--- src/rtl/sdram_mon_pkg.sv ---
package sdram_mon_pkg;
  typedef enum logic [2:0] {
    C_DESEL, C_NOP, C_ACT, C_RD, C_WR, C_PRE, C_OTHER
  } cmd_e;

  typedef enum logic [2:0] {
    E_NONE      = 3'd0,
    E_RD_CLOSED = 3'd1,
    E_WR_CLOSED = 3'd2,
    E_ACT_OPEN  = 3'd3,
    E_WR_WR     = 3'd4
  } err_e;
endpackage

--- src/rtl/sdram_cmd_decode.sv ---
module sdram_cmd_decode
  import sdram_mon_pkg::*;
(
  input  logic cs_n,
  input  logic ras_n,
  input  logic cas_n,
  input  logic we_n,
  output cmd_e cmd
);
  always_comb begin
    if (cs_n) cmd = C_DESEL;
    else begin
      unique case ({ras_n, cas_n, we_n})
        3'b011:  cmd = C_ACT;
        3'b101:  cmd = C_RD;
        3'b100:  cmd = C_WR;
        3'b010:  cmd = C_PRE;
        3'b111:  cmd = C_NOP;
        default: cmd = C_OTHER;
      endcase
    end
  end
endmodule

--- src/rtl/sdram_bank_track.sv ---
module sdram_bank_track
  import sdram_mon_pkg::*;
#(
  parameter int BA_W  = 3,
  localparam int NBANK = 1 << BA_W
) (
  input  logic             clk,
  input  logic             rst,
  input  cmd_e             cmd,
  input  logic [BA_W-1:0]  ba,
  output logic [NBANK-1:0] bank_open
);
  always_ff @(posedge clk) begin
    if (rst) bank_open <= '0;
    else if (cmd == C_ACT) bank_open[ba] <= 1'b1;
    else if (cmd == C_PRE) bank_open[ba] <= 1'b0;
  end


  act_opens_chk: assert property (@(posedge clk) disable iff (rst)
    (cmd == C_ACT) |=> bank_open[$past(ba)]);

  pre_closes_chk: assert property (@(posedge clk) disable iff (rst)
    (cmd == C_PRE) |=> !bank_open[$past(ba)]);

  desel_hold_chk: assert property (@(posedge clk) disable iff (rst)
    (cmd == C_DESEL) |=> $stable(bank_open));
endmodule

--- src/rtl/sdram_rule_check.sv ---
module sdram_rule_check
  import sdram_mon_pkg::*;
(
  input  logic       clk,
  input  logic       rst,
  input  logic       clr_err,
  input  cmd_e       cmd,
  input  logic       hit_open,
  output logic       err_pulse,
  output logic [2:0] err_code
);
  logic prev_wr;
  err_e now_err;

  always_comb begin
    now_err = E_NONE;
    unique case (cmd)
      C_RD:  if (!hit_open) now_err = E_RD_CLOSED;
      C_WR:  if (!hit_open) now_err = E_WR_CLOSED;
             else if (prev_wr) now_err = E_WR_WR;
      C_ACT: if (hit_open) now_err = E_ACT_OPEN;
      default: now_err = E_NONE;
    endcase
  end

  always_ff @(posedge clk) begin
    if (rst) begin
      prev_wr   <= 1'b0;
      err_pulse <= 1'b0;
      err_code  <= 3'd0;
    end else begin
      prev_wr   <= (cmd == C_WR);
      err_pulse <= (now_err != E_NONE);
      if (now_err != E_NONE && (err_code == 3'd0 || clr_err))
        err_code <= now_err;
      else if (clr_err)
        err_code <= 3'd0;
    end
  end


  pulse_code_chk: assert property (@(posedge clk) disable iff (rst)
    err_pulse |-> (err_code != 3'd0));

  sticky_chk: assert property (@(posedge clk) disable iff (rst)
    ((err_code != 3'd0) && !clr_err) |=> $stable(err_code));

  nop_quiet_chk: assert property (@(posedge clk) disable iff (rst)
    (cmd == C_NOP || cmd == C_OTHER || cmd == C_DESEL) |=> !err_pulse);
endmodule

--- src/rtl/sdram_sat_counter.sv ---
module sdram_sat_counter #(
  parameter int CNT_W = 16
) (
  input  logic             clk,
  input  logic             rst,
  input  logic             inc,
  output logic [CNT_W-1:0] cnt
);
  localparam logic [CNT_W-1:0] MAXV = '1;

  always_ff @(posedge clk) begin
    if (rst) cnt <= '0;
    else if (inc && cnt != MAXV) cnt <= cnt + 1'b1;
  end


  no_wrap_chk: assert property (@(posedge clk) disable iff (rst)
    (cnt == MAXV) |=> (cnt == MAXV));

  step_chk: assert property (@(posedge clk) disable iff (rst)
    (inc && cnt != MAXV) |=> (cnt == $past(cnt) + 1'b1));
endmodule

--- src/rtl/sdram_cmd_monitor.sv ---
module sdram_cmd_monitor
  import sdram_mon_pkg::*;
#(
  parameter int BA_W  = 3,
  parameter int CNT_W = 16,
  localparam int NBANK = 1 << BA_W
) (
  input  logic             clk,
  input  logic             rst,
  input  logic             clr_err,
  input  logic             cs_n,
  input  logic             ras_n,
  input  logic             cas_n,
  input  logic             we_n,
  input  logic [BA_W-1:0]  ba,
  output logic [NBANK-1:0] bank_open,
  output logic             err_pulse,
  output logic [2:0]       err_code,
  output logic [CNT_W-1:0] act_cnt,
  output logic [CNT_W-1:0] rd_cnt,
  output logic [CNT_W-1:0] wr_cnt,
  output logic [CNT_W-1:0] pre_cnt
);
  cmd_e cmd;
  logic [CNT_W-1:0] cnts [4];
  cmd_e cnt_sel [4];

  assign cnt_sel[0] = C_ACT;
  assign cnt_sel[1] = C_RD;
  assign cnt_sel[2] = C_WR;
  assign cnt_sel[3] = C_PRE;

  sdram_cmd_decode u_dec (
    .cs_n(cs_n), .ras_n(ras_n), .cas_n(cas_n), .we_n(we_n), .cmd(cmd)
  );

  sdram_bank_track #(.BA_W(BA_W)) u_banks (
    .clk(clk), .rst(rst), .cmd(cmd), .ba(ba), .bank_open(bank_open)
  );

  sdram_rule_check u_rules (
    .clk(clk), .rst(rst), .clr_err(clr_err), .cmd(cmd),
    .hit_open(bank_open[ba]), .err_pulse(err_pulse), .err_code(err_code)
  );

  for (genvar i = 0; i < 4; i++) begin : g_cnt
    sdram_sat_counter #(.CNT_W(CNT_W)) u_cnt (
      .clk(clk), .rst(rst), .inc(cmd == cnt_sel[i]), .cnt(cnts[i])
    );
  end

  assign act_cnt = cnts[0];
  assign rd_cnt  = cnts[1];
  assign wr_cnt  = cnts[2];
  assign pre_cnt = cnts[3];


  reset_clear_chk: assert property (@(posedge clk)
    rst |=> (bank_open == '0 && !err_pulse && err_code == 3'd0 && act_cnt == '0));
endmodule

--- config.mk ---
export PLATFORM = sky130hd
export DESIGN_NAME = sdram_cmd_monitor
export DESIGN_NICKNAME = d
export VERILOG_FILES = /design/src/rtl/sdram_mon_pkg.sv /design/src/rtl/sdram_cmd_decode.sv /design/src/rtl/sdram_bank_track.sv /design/src/rtl/sdram_rule_check.sv /design/src/rtl/sdram_sat_counter.sv /design/src/rtl/sdram_cmd_monitor.sv
export SDC_FILE = /design/constraint.sdc
export NUM_CORES = 1
export LEC_CHECK = 0
export BUFFER_PORTS_ARGS = -buffer_cell sky130_fd_sc_hd__buf_4
export CAP_MARGIN = 25
export CELL_PAD_IN_SITES_DETAIL_PLACEMENT = 1
export CELL_PAD_IN_SITES_GLOBAL_PLACEMENT = 1
export CORE_MARGIN = 2
export CORE_UTILIZATION = 44
export DETAILED_ROUTE_END_ITERATION = 16
export GPL_ROUTABILITY_DRIVEN = 0
export MAX_ROUTING_LAYER = met4
export PLACE_DENSITY_LB_ADDON = 0.08
export SETUP_SLACK_MARGIN = 0.3
export SLEW_MARGIN = 10
export SYNTH_ARGS = -nofsm -noshare
export SYNTH_HDL_FRONTEND = slang
export SYNTH_HIERARCHICAL = 1
export SYNTH_SLANG_ARGS = --single-unit
--- constraint.sdc ---
create_clock -name clk -period 4.4 [get_ports clk]
set_clock_uncertainty 0.2 [all_clocks]
set_input_delay 0.22 -clock clk [delete_from_list [all_inputs] [get_ports clk]]
set_output_delay 0.22 -clock clk [all_outputs]
set_load 0.03 [all_outputs]
# --- Word level (Yosys, flattened, before mapping) ---
# Index checks and enable logic that the tools add are counted.
# W data, S select, Z words.
word_totals:
  ff_bits: 77
  in_bits: 10
  out_inout_bits: 76
  elab_cells: 56
classes:
  addsub: 4
  magnitude_cmp: 2
  eq_ne: 13
  n_mux: 15
  bitwise: 3
  reduce_logical: 11
op_table:
  columns: ["op", "n"]
  rows:
  - ["$add A16 B1 Y16 const B", 4]
  - ["$ne A16 B16 Y1 const B", 4]
  - ["$mux W8", 2]
  - ["$eq A3 B3 Y1 const B", 5]
  - ["$mux W3", 5]
  - ["$pmux W3 S5", 1]
  - ["$eq A3 B2 Y1 const B", 4]
  - ["$pmux W3 S3", 1]
  - ["$and A8 B8 Y8", 1]
  - ["$not A8 Y8", 1]
  - ["$or A8 B8 Y8", 1]
  - ["$logic_and A1 B1 Y1", 6]
  - ["$lt A3 B4 Y1 const B", 1]
  - ["$reduce_bool A2 Y1", 2]
  - ["$bmux W1 S3", 1]
  - ["$demux W1 S3", 1]
  - ["$ge A3 B1 Y1 const B", 1]
  - ["$logic_not A3 Y1", 1]
  - ["$mux W1", 3]
  - ["$reduce_bool A3 Y1", 1]
  - ["$mux W2", 1]
  - ["$logic_or A1 B1 Y1", 1]

# --- Longest topological paths before layout ---
# Gate-level depths: netlist of the first run.
depth:
  depth_word: 8
  mapped_depth: 7
  mapped_depth_nobuf: 7

# --- By module ---
# Netlist of the first run, hierarchy kept.
by_module_without_submodules:
  columns: ["module", "instances", "cells_each", "area_per_inst_um2"]
  rows:
  - ["sdram_sat_counter", 4, 99, 848.3]
  - ["sdram_bank_track", 1, 50, 430.4]
  - ["sdram_rule_check", 1, 28, 236.5]
  - ["sdram_cmd_monitor", 1, 7, 96.3]
  - ["sdram_cmd_decode", 1, 8, 56.3]

# --- Worst setup path before layout of the first run ---
# No wires, ideal clock.
synth_path:
  path_type: "input port to flip-flop"
  from: "in we_n"
  to: "reg g_cnt[0].u_cnt.cnt[9]"
  setup_ns: 0.070
  t_arrival_ns: 2.755
  setup_slack_ns: 1.374
  cell_stages: 7
  path_buffers: 1
  cell_sequence: "xnor2_1 > a211oi_1 > nor3b_1 > nand2_1 > clkbuf_1 > or4_1 > a21oi_1"
synth_via:
  elab_chain_len: 5
  elab_cells_between_ends: 9
  classes_between: "6 x eq/ne; 2 x mux; 1 x reduce/logical"
synth_rtl:
  columns: ["item", "line", "text"]
  rows:
  - ["start: declaration", "sdram_cmd_monitor.sv:14", "input logic we_n,"]
  - ["$eq A3 B3 Y1 or $eq A3 B2 Y1 (tied branches)", "sdram_cmd_decode.sv:13", "unique case ({ras_n, cas_n, we_n})"]
  - ["$pmux W3 S5 *", "sdram_cmd_decode.sv:13", null]
  - ["$mux W3 *", "sdram_cmd_decode.sv:11", "if (cs_n) cmd = C_DESEL;"]
  - ["named net cmd[1]", "sdram_cmd_monitor.sv:24", "cmd_e cmd;"]
  - ["$eq A3 B2 Y1 *", "sdram_cmd_monitor.sv:48", ".clk(clk), .rst(rst), .inc(cmd == cnt_sel[i]), .cnt(cnts[i])"]
  - ["$logic_and A1 B1 Y1 *", "sdram_sat_counter.sv:13", "else if (inc && cnt != MAXV) cnt <= cnt + 1'b1;"]
  - ["end signal: assignment", "sdram_sat_counter.sv:13", null]
  - ["end: declaration", "sdram_sat_counter.sv:7", "output logic [CNT_W-1:0] cnt"]
# The timed path passes the listed nets; every way through them passes the cells marked *.
# A chain may end at the register's enable or synchronous reset.

# --- Worst setup path after layout of the first run ---
layout_path:
  from: "in we_n"
  to: "reg g_cnt[0].u_cnt.cnt[11]"
# Same word-level chain as after synthesis.

==> impl_metrics.tcl, run 1 <==
set metrics [dict create \
    status "complete, no violations" \
    rows 35 \
    worst_slack_ns 1.29 \
    overflow 0 \
    diodes 0 \
    hold_path.class "input port to register" \
    cts_tree "done" \
    core-area_um2 9280 \
    post_drt_wl_per_cell_um 16.5 \
    finalNetCount 581 \
    r2r_setup_slack_ns 2.10 \
    ir_drop_v 0.000148 \
    global_route.usage.total 0.231 \
    start_kind "input port" \
    cts_setup_buffers 0 \
    crit_path_top_delay_cell "a211oi_2" \
    synth_area_um2 4210 \
    synth_top_family_by_area "simple AND/OR/NAND/NOR gates" \
    area_growth_pct 22.8 \
    cts_buffer_depth 2 \
    clock_latency_ns 0.36 \
    drtPass1Iterations 4 \
    grt_pass1_vias 4084 \
    drt-total-wl_um 11600 \
    cp-end-kind "register" \
    grt_antenna_before_repair 0 \
    vias 4151 \
    dpl.hpwl_um 8170 \
    drive_above_1_share 0.215 \
    crit_fanout 16 \
    setup_viol 0 \
    synthCells 489 \
    cp.required_ns 4.46 \
    arrival_ns 3.17 \
    whs_ns 0.0292 \
    critPathMaxStageDelay_ns 0.85 \
    drv_cap 0 \
    fin_setup_tns_ns 0 \
    cts-root-buf "clkbuf_8" \
    numCtsBuffers 9 \
    synth.area.mux_share 0.0425 \
    fin_crit_sh 0.707 \
    p_leak_uw 0.00187 \
    io_buffer_count 85 \
    grt_max_degree 82 \
    die_h_um 102 \
    slew_viol_final 0 \
    synthArstFlopShare 0 \
    crit_type "input port to register" \
    hold_viol_final 0 \
    yosysTopAreaCell "dfxtp_1" \
    io_pins 86 \
    nFillCells 1160 \
    cts.sink_count 77 \
    max-slew-margin-rel 0.333 \
    via_per_inst 5.92 \
    synth_fa_ha_area_frac 0.0119 \
    detail-route-antenna-nets 0 \
    synthesis.nets 503 \
    fmax_mhz 321 \
    die_area_um2 10400 \
    ys_seq_area_frac 0.366 \
    drc 0 \
    synth_top_flop_cell "dfxtp_1" \
    yosysUniqueCellTypes 49 \
    h-tree-depth 3 \
    worstMarginPinSlew_ns 0.999 \
    ys_ff_latch 77 \
    rsz0062_at_grt "false" \
    synthSimpleGateAreaFrac 0.351 \
    start_util 0.454 \
    powerDensity_nw_per_um2 278 \
    fin_cells 701 \
    path_cells "buf_4, xnor2_1, a211oi_2, nor3b_1, nand2_1, nor4bb_1, mux2_2" \
    yosys.area_share.xor_xnor 0.0208 \
    yosysWarnings 6 \
    drtIter0Drc 114 \
    clkSlewWorstSetupHoldPaths_ns 0.09 \
    pre_cts_ws_ns 0.933 \
    synth_edf_count 0 \
    die_w_um 102 \
    synth_area_per_cell_um2 8.62 \
    grt_first_pass_wirelength_um 19000 \
    post-route-min-period_ns 3.11 \
    yosysTopAreaCellShare 0.366 \
    dpl.cell_count 683 \
    synth_compound_gate_area_share 0.173 \
    synth.area.top_cells "dfxtp_1, a21oi_1, or4_1, o31ai_1, nand3_1" \
]
## path summary, 6_finish.rpt
kind,startpoint,to,cells past startpoint
max reg2reg,g_cnt[1].u_cnt/cnt[0]$_SDFFE_PP0P_,g_cnt[1].u_cnt/cnt[11]$_SDFFE_PP0P_,5
max,we_n,g_cnt[0].u_cnt/cnt[11]$_SDFFE_PP0P_,7
min reg2reg,u_rules/prev_wr$_SDFF_PP0_,u_rules/err_code[2]$_SDFFE_PP0P_,2
min,ba[1],register,3
## metrics by stage
stage,cell area [µm²],utilization,power [µW]
3_5_place_dp,4930,0.531,844
4_1_cts,5170,0.557,1450
3_3_place_gp,4930,0.531,840
2_1_floorplan,4210,-,803
6_report,5170,0.557,1440
5_1_grt,5170,0.557,1490
## logic make-up after synthesis
| group | count (synthesis) |
|---|---|
| AOI/OAI and AO/OA | 118 |
| xor gates and xnor gates | 10 |
| adders and majority gates | 4 |
| buffers and inverters | 36 |
| DFF | 77 |
| muxes | 14 |
| and+or+nand+nor | 230 |
## critical path, delay by kind of cell
family	cells	cell delay (ns)
buffers and inverters	1	0.13
AO/OA/AOI/OAI	1	0.85
XOR/XNOR	1	0.13
AND/OR/NAND/NOR	3	1.47
multiplexers	1	0.37
## metal layers
| layer | vias to the layer above | track usage | wire, µm |
|---|---|---|---|
| met5 | - | - | 0 |
| li1 | 2045 | - | - |
| met2 | 84 | 0.395 | 5670 |
| met4 | 0 | 0.0790 | 161 |
| met3 | 18 | 0.0356 | 421 |
| met1 | 2004 | 0.279 | 5340 |
## synth_stat cells (all sizes together) (2+ instances only)
library cell,number
and4,12
nor3,17
a31oi,2
ha,4
nor2,31
or3,12
nor4,13
o21ai,25
nand4,16
and3,4
nor2b,9
nor4bb,4
or4,28
nand2,38
mux2,5
inv,16
clkbuf,9
xnor2,9
mux4,2
nand3,28
o21a,5
o311ai,6
mux2i,7
dfxtp,77
o31ai,27
a21oi,44
o41ai,4
nand3b,7
and3b,2
nor3b,6
buf,11
## layout make-up
type | instances | area (µm²) | share of cell area
Multi-Input combinational cell | 376 | 2530 | 0.489
Tap cell | 129 | 161 | 0.0312
Clock inverter | 7 | 98.8 | 0.0191
Timing Repair Buffer | 87 | 658 | 0.127
Clock buffer | 9 | 124 | 0.0239
Sequential cell | 77 | 1540 | 0.298
Inverter | 16 | 60.1 | 0.0116
## where the power goes
| group | switching, µW | leakage, µW | internal, µW |
|---|---|---|---|
| sequential | 9.96 | 0.000621 | 706 |
| clock | 288 | 0.000110 | 322 |
| combinational | 72.8 | 0.00113 | 40.7 |
| total | 370 | 0.00187 | 1070 |
## repair_timing
| item | in CTS | in global routing |
|---|---|---|
| setup endpoints to repair | 0 | 0 |
| resized for setup | 0 | 0 |
| hold buffers | 2 | 0 |
| endpoints found under the hold margin | 4 | 0 |
## cell usage in the layout, fill, tap and decap left out, drive strengths merged, types with 13 or more instances in the layout
cell | synthesis | final
buf | 11 | 85
dfxtp | 77 | 77
a21oi | 44 | 44
nand2 | 38 | 38
nor2 | 31 | 31
nand3 | 28 | 28
or4 | 28 | 28
o31ai | 27 | 27
o21ai | 25 | 25
nor3 | 17 | 17
inv | 16 | 17
nand4 | 16 | 16
nor4 | 13 | 13
(Power assumes the default switching activity.)
==> run 2, diff against run 1 <==
- CORE_UTILIZATION: 44 -> 41
- clock period: 4.4 -> 3.2 ns (I/O delays scaled with it)
==> run 2 against run 1 <==
  * First-iteration DRC count up 37%
  * Setup slack got worse by 0.70 ns
  * Register-to-register slack got worse by 1.2 ns
  * Critical path depth increased by 1
  * Utilization fell by 3.9 points
  * Count of clock-buffer cells in the layout up 2
  * Routed wire length up 1.8%
  * Design area grew 1.6%
  * Global-route usage down 0.65 points
  * Flip-flop and latch count unchanged
  * Sequential share of layout area down 0.47 points
  * Total power rose by 32%
  * Critical endpoint is now g_cnt[1].u_cnt/cnt[11]$_SDFFE_PP0P_
  * Largest cell class unchanged
==> impl_metrics.tcl, run 2 (synthesized netlist as in run 1, its figures left out) <==
set metrics [dict create \
    post_drt_wl_per_cell_um 16.4 \
    crit_type "input port to register" \
    cp-end-kind "register" \
    global_route.usage.total 0.225 \
    drt-total-wl_um 11800 \
    grt_antenna_before_repair 0 \
    io_buffer_count 85 \
    final_cell_mix "buf_4, dfxtp_1, a21oi_1, nand2_1, nor2_1" \
    fmax_mhz 383 \
    finalNetCount 593 \
    drc 0 \
    cts_tree "done" \
    die_h_um 105 \
    p_leak_uw 0.00192 \
    setup_viol 0 \
    io_pins 86 \
    drive_above_1_share 0.224 \
    post-route-min-period_ns 2.61 \
    drtPass1Iterations 4 \
    via_per_inst 5.86 \
    ir_drop_v 0.000180 \
    die_w_um 105 \
    cts.sink_count 77 \
    diodes 0 \
    detail-route-antenna-nets 0 \
    cts-root-buf "clkbuf_8" \
    whs_ns 0.109 \
    max-slew-margin-rel 0.446 \
    start_kind "input port" \
    arrival_ns 2.66 \
    die_area_um2 11100 \
    start_util 0.416 \
    layout_commonest_cell "buf_4" \
    fin_setup_tns_ns 0 \
    worst_slack_ns 0.589 \
    rsz0062_at_grt "false" \
    cts_buffer_depth 2 \
    numCtsBuffers 9 \
    overflow 0 \
    slew_viol_final 0 \
    rows 37 \
    grt_pass1_vias 4160 \
    hold_viol_final 0 \
    core-area_um2 10100 \
    drv_cap 0 \
    fin_crit_sh 0.816 \
    vias 4221 \
    status "complete, no violations" \
    pre_cts_ws_ns 0.371 \
    grt_max_degree 65 \
    clock_latency_ns 0.36 \
    cts_setup_buffers 0 \
    drtIter0Drc 156 \
    dpl.hpwl_um 8470 \
    hold_path.class "input port to register" \
    h-tree-depth 3 \
    cp.required_ns 3.25 \
    worstMarginPinSlew_ns 0.825 \
    clkSlewWorstSetupHoldPaths_ns 0.08 \
    nFillCells 1224 \
    grt_first_pass_wirelength_um 20000 \
    powerDensity_nw_per_um2 362 \
    area_growth_pct 24.8 \
    crit_fanout 15 \
]
run 2: changes by cell type in the layout (fill, tap and decap cells not counted):
| cell | previous run | this run |
|---|---|---|
| inv_6 | 1 | 0 |
| clkinvlp_4 | 1 | 0 |
| nor3b_2 | 0 | 1 |
| clkinv_2 | 1 | 4 |
| dlygate4sd3_1 | 2 | 6 |
| buf_4 | 85 | 93 |
| clkbuf_1 | 0 | 1 |
| bufinv_16 | 2 | 1 |
| clkinv_4 | 2 | 0 |
| clkbuf_8 | 9 | 10 |
| nor3b_1 | 5 | 4 |
run 2: power breakdown:
| group | switching (µW) | internal [µW] |
|---|---|---|
| Combinational | 102 | 64.6 |
| Clock | 376 | 377 |
| Sequential | 14.6 | 970 |
| Total | 493 | 1410 |
run 2: worst paths after layout:
path | start | to | slack, ns | cells after the start
worst max-delay path | cs_n | g_cnt[1].u_cnt/cnt[11]$_SDFFE_PP0P_ | 0.59 | 8
worst min-delay path | cas_n | u_rules/prev_wr$_SDFF_PP0_ | 0.11 | 4
worst max register to register | g_cnt[3].u_cnt/cnt[0]$_SDFFE_PP0P_ | g_cnt[3].u_cnt/cnt[11]$_SDFFE_PP0P_ | 0.95 | 5
worst min register to register | u_rules/prev_wr$_SDFF_PP0_ | u_rules/err_code[2]$_SDFFE_PP0P_ | 0.28 | 2
run 2: layer usage:
metal | GRT usage | vias up | part of all wire
met2 | 0.367 | 79 | 0.49
met4 | 0.103 | 0 | 0.019
met5 | - | - | 0
met1 | 0.276 | 2058 | 0.45
met3 | 0.0315 | 18 | 0.033
li1 | - | 2066 | -
run 2: critical path, cell delays in order:
cell	delay, ns
dlygate4sd3_1	0.54
buf_4	0.15
a211oi_2	0.23
buf_4	0.26
and3b_1	0.31
nand2_1	0.28
nor4bb_1	0.35
mux2_2	0.38
run 2: area by class of cell:
class | instances | area (µm²) | share of cell area
multi-input cells | 376 | 2530 | 0.482
flip-flops and latches | 77 | 1540 | 0.293
repair buffers | 99 | 758 | 0.144
well taps | 136 | 170 | 0.0324
clock buffers | 11 | 141 | 0.0269
inverters | 16 | 60.1 | 0.0114
clock inverters | 5 | 50.0 | 0.00952
run 2: stage by stage:
stage / util / cells / instance area (µm²) / power (µW)
after CTS: 0.518 / 720 / 5250 / 1920
after floorplan: - / 489 / 4220 / 1110
after global placement: 0.493 / 698 / 5000 / 1160
final: 0.518 / 720 / 5260 / 1900
after global routing: 0.518 / 720 / 5260 / 1980
after detailed placement: 0.493 / 698 / 5000 / 1170
run 2: what timing repair did:
item / CTS / global route
hold buffers: 6 / 0
hold endpoints to repair: 8 / 0
resized for setup: 0 / 1
setup endpoints to repair: 0 / 5
==> run 3, diff against run 2 <==
- ABC_AREA: unset -> 1
- CORE_UTILIZATION: 41 -> 35
- clock period: 3.2 -> 2.3 ns (I/O delays scaled with it)
==> run 3 against run 2 <==
  * Combinational power is 71% higher
  * First-iteration DRC count is 9.0% higher
  * Total power is 69% higher
  * Utilization is 5.7 points lower
  * Sequential power is 39% higher
  * Design area is 11% higher
  * Count of clock-buffer cells in the layout is 1 higher
  * Critical path type is now register to register
  * Largest cell class unchanged
==> impl_metrics.tcl, run 3 <==
set metrics [dict create \
    status "complete, no violations" \
    ir_drop_v 0.000219 \
    powerDensity_nw_per_um2 551 \
    arrival_ns 1.87 \
    grt_pass1_vias 5035 \
    drtIter0Drc 170 \
    final_cell_mix "nand2_1, nor2_1, buf_4, dfxtp_1, inv_1" \
    global_route.usage.total 0.202 \
    synthArstFlopShare 0 \
    cp-end-kind "register" \
    drt-met1-wl_um 6060 \
    hold_viol_final 0 \
    drc 0 \
    post-route-min-period_ns 1.79 \
    synth.area.mux_share 0 \
    cp.required_ns 2.38 \
    detail-route-antenna-nets 0 \
    synth_top_flop_cell "dfxtp_1" \
    post_drt_wl_per_cell_um 13.0 \
    drv_cap 0 \
    ys_ff_latch 77 \
    die_area_um2 13900 \
    h-tree-depth 3 \
    numCtsBuffers 9 \
    start_util 0.360 \
    yosysMostFrequentCell "nand2_1" \
    overflow 0 \
    synth_top_family_by_area "simple AND/OR/NAND/NOR gates" \
    setup_viol 0 \
    layout_commonest_cell "nand2_1" \
    max-slew-margin-rel 0.621 \
    register_area_um2 1550 \
    yosysTopAreaCellShare 0.338 \
    fmax_mhz 558 \
    slew_viol_final 0 \
    grt_max_degree 18 \
    rows 41 \
    whs_ns 0.0156 \
    clkSlewWorstSetupHoldPaths_ns 0.06 \
    grt_first_pass_wirelength_um 22900 \
    io_buffer_count 85 \
    yosysWarnings 6 \
    fin_setup_tns_ns 0 \
    yosysTopAreaCell "dfxtp_1" \
    synth_area_per_cell_um2 6.12 \
    area_growth_pct 28.3 \
    yosys.area_share.xor_xnor 0 \
    die_h_um 118 \
    highest_layer "met4" \
    yosysUniqueCellTypes 20 \
    synthSimpleGateAreaFrac 0.537 \
    die_w_um 118 \
    cts_tree "done" \
    cts_buffer_depth 2 \
    wl_met2_um 6730 \
    nFillCells 1768 \
    finalNetCount 862 \
    finalPower_uw 3220 \
    cts-root-buf "clkbuf_16" \
    drtPass1Iterations 4 \
    drive_above_1_share 0.227 \
    clock_latency_ns 0.34 \
    hold_path.class "input port to register" \
    diodes 0 \
    p_leak_uw 0.00254 \
    ys_seq_area_frac 0.338 \
    final_area_um2 5840 \
    place_area_um2 5420 \
    grt_antenna_before_repair 0 \
    cts.sink_count 77 \
    crit_fanout 7 \
    synthCells 744 \
    wl_met3_um 405 \
    vias 4970 \
    synth_edf_count 0 \
    synthesis.nets 758 \
    ys_top_cells_by_count "nand2_1, nor2_1, dfxtp_1" \
    synth.area.top_cells "dfxtp_1, nand2_1, nor2_1, nand3_1, nor2_2" \
    drt-total-wl_um 13400 \
    start_kind "register" \
    fin_crit_sh 0.779 \
    synth_area_um2 4560 \
    multiInputGateArea_um2 2710 \
    rsz0062_at_grt "false" \
    io_pins 86 \
    crit_type "register to register" \
    worstMarginPinSlew_ns 0.569 \
    via_per_inst 4.85 \
    synth_compound_gate_area_share 0.0450 \
    core-area_um2 12700 \
    synth_fa_ha_area_frac 0.0110 \
    dpl.hpwl_um 10100 \
]
[run 3: cell count changes after synthesis, moves of 23 or more]
cell | before | now
nand3_1 | 28 | 58
or4_1 | 28 | 0
nand2_1 | 33 | 241
o31ai_1 | 27 | 0
nor2_2 | 0 | 41
nor2_1 | 31 | 154
inv_1 | 16 | 66
o21ai_0 | 23 | 0
[run 3: logic make-up after synthesis]
kind of cell | after synthesis
buffers and inverters | 78
DFF | 77
adders and majority gates | 4
and+or+nand+nor | 544
AOI/OAI and AO/OA | 41
[run 3: what timing repair did]
action	CTS	global route
endpoints found under the hold margin	13	0
hold buffers	6	0
setup endpoints to repair	0	1
setup buffers	0	5
gates resized for setup	0	11
[run 3: where the power goes]
group / internal (µW) / switching, µW
clock network: 1010 / 560
registers: 1350 / 15.9
logic: 102 / 182
total: 2460 / 758
[run 3: routing by layer]
layer / GRT usage / up-vias
li1: - / 2525
met1: 0.244 / 2366
met2: 0.341 / 66
met3: 0.0315 / 13
met4: 0.0678 / 0
met5: - / -
[run 3: metrics by stage]
| step | util | cells | worst slack, ns |
|---|---|---|---|
| after floorplan | - | 744 | 0.387 |
| after global placement | 0.427 | 999 | 0.319 |
| after detailed placement | 0.427 | 999 | 0.197 |
| after CTS | 0.458 | 1021 | 0.326 |
| after global routing | 0.461 | 1025 | 0.310 |
| final | 0.461 | 1025 | 0.508 |
[run 3: worst paths after layout]
check                                                         from                                   to  slack [ns]  depth (start not counted)
worst min-delay path                                         ba[1]                             register        0.02                          6
worst max-delay path            g_cnt[3].u_cnt/cnt[0]$_SDFFE_PP0P_  g_cnt[3].u_cnt/cnt[14]$_SDFFE_PP0P_        0.51                          7
worst max register to register  g_cnt[3].u_cnt/cnt[0]$_SDFFE_PP0P_  g_cnt[3].u_cnt/cnt[14]$_SDFFE_PP0P_        0.51                          7
worst min register to register                            register                             register        0.27                          2
[run 3: area by class of cell]
cell class | count | area share
repair buffers | 102 | 0.133
inverters | 69 | 0.0443
multi-input cells | 589 | 0.464
clock buffers | 12 | 0.0439
well taps | 172 | 0.0368
clock inverters | 4 | 0.0120
flip-flops and latches | 77 | 0.265
[run 3: worst max-delay path, cell delays in order (launching register included)]
cell	delay, ns
dfxtp_1	0.41
ha_1	0.20
inv_1	0.05
nor2_2	0.19
nand4_1	0.31
nand3_1	0.19
nand2_1	0.06
nor2_1	0.11
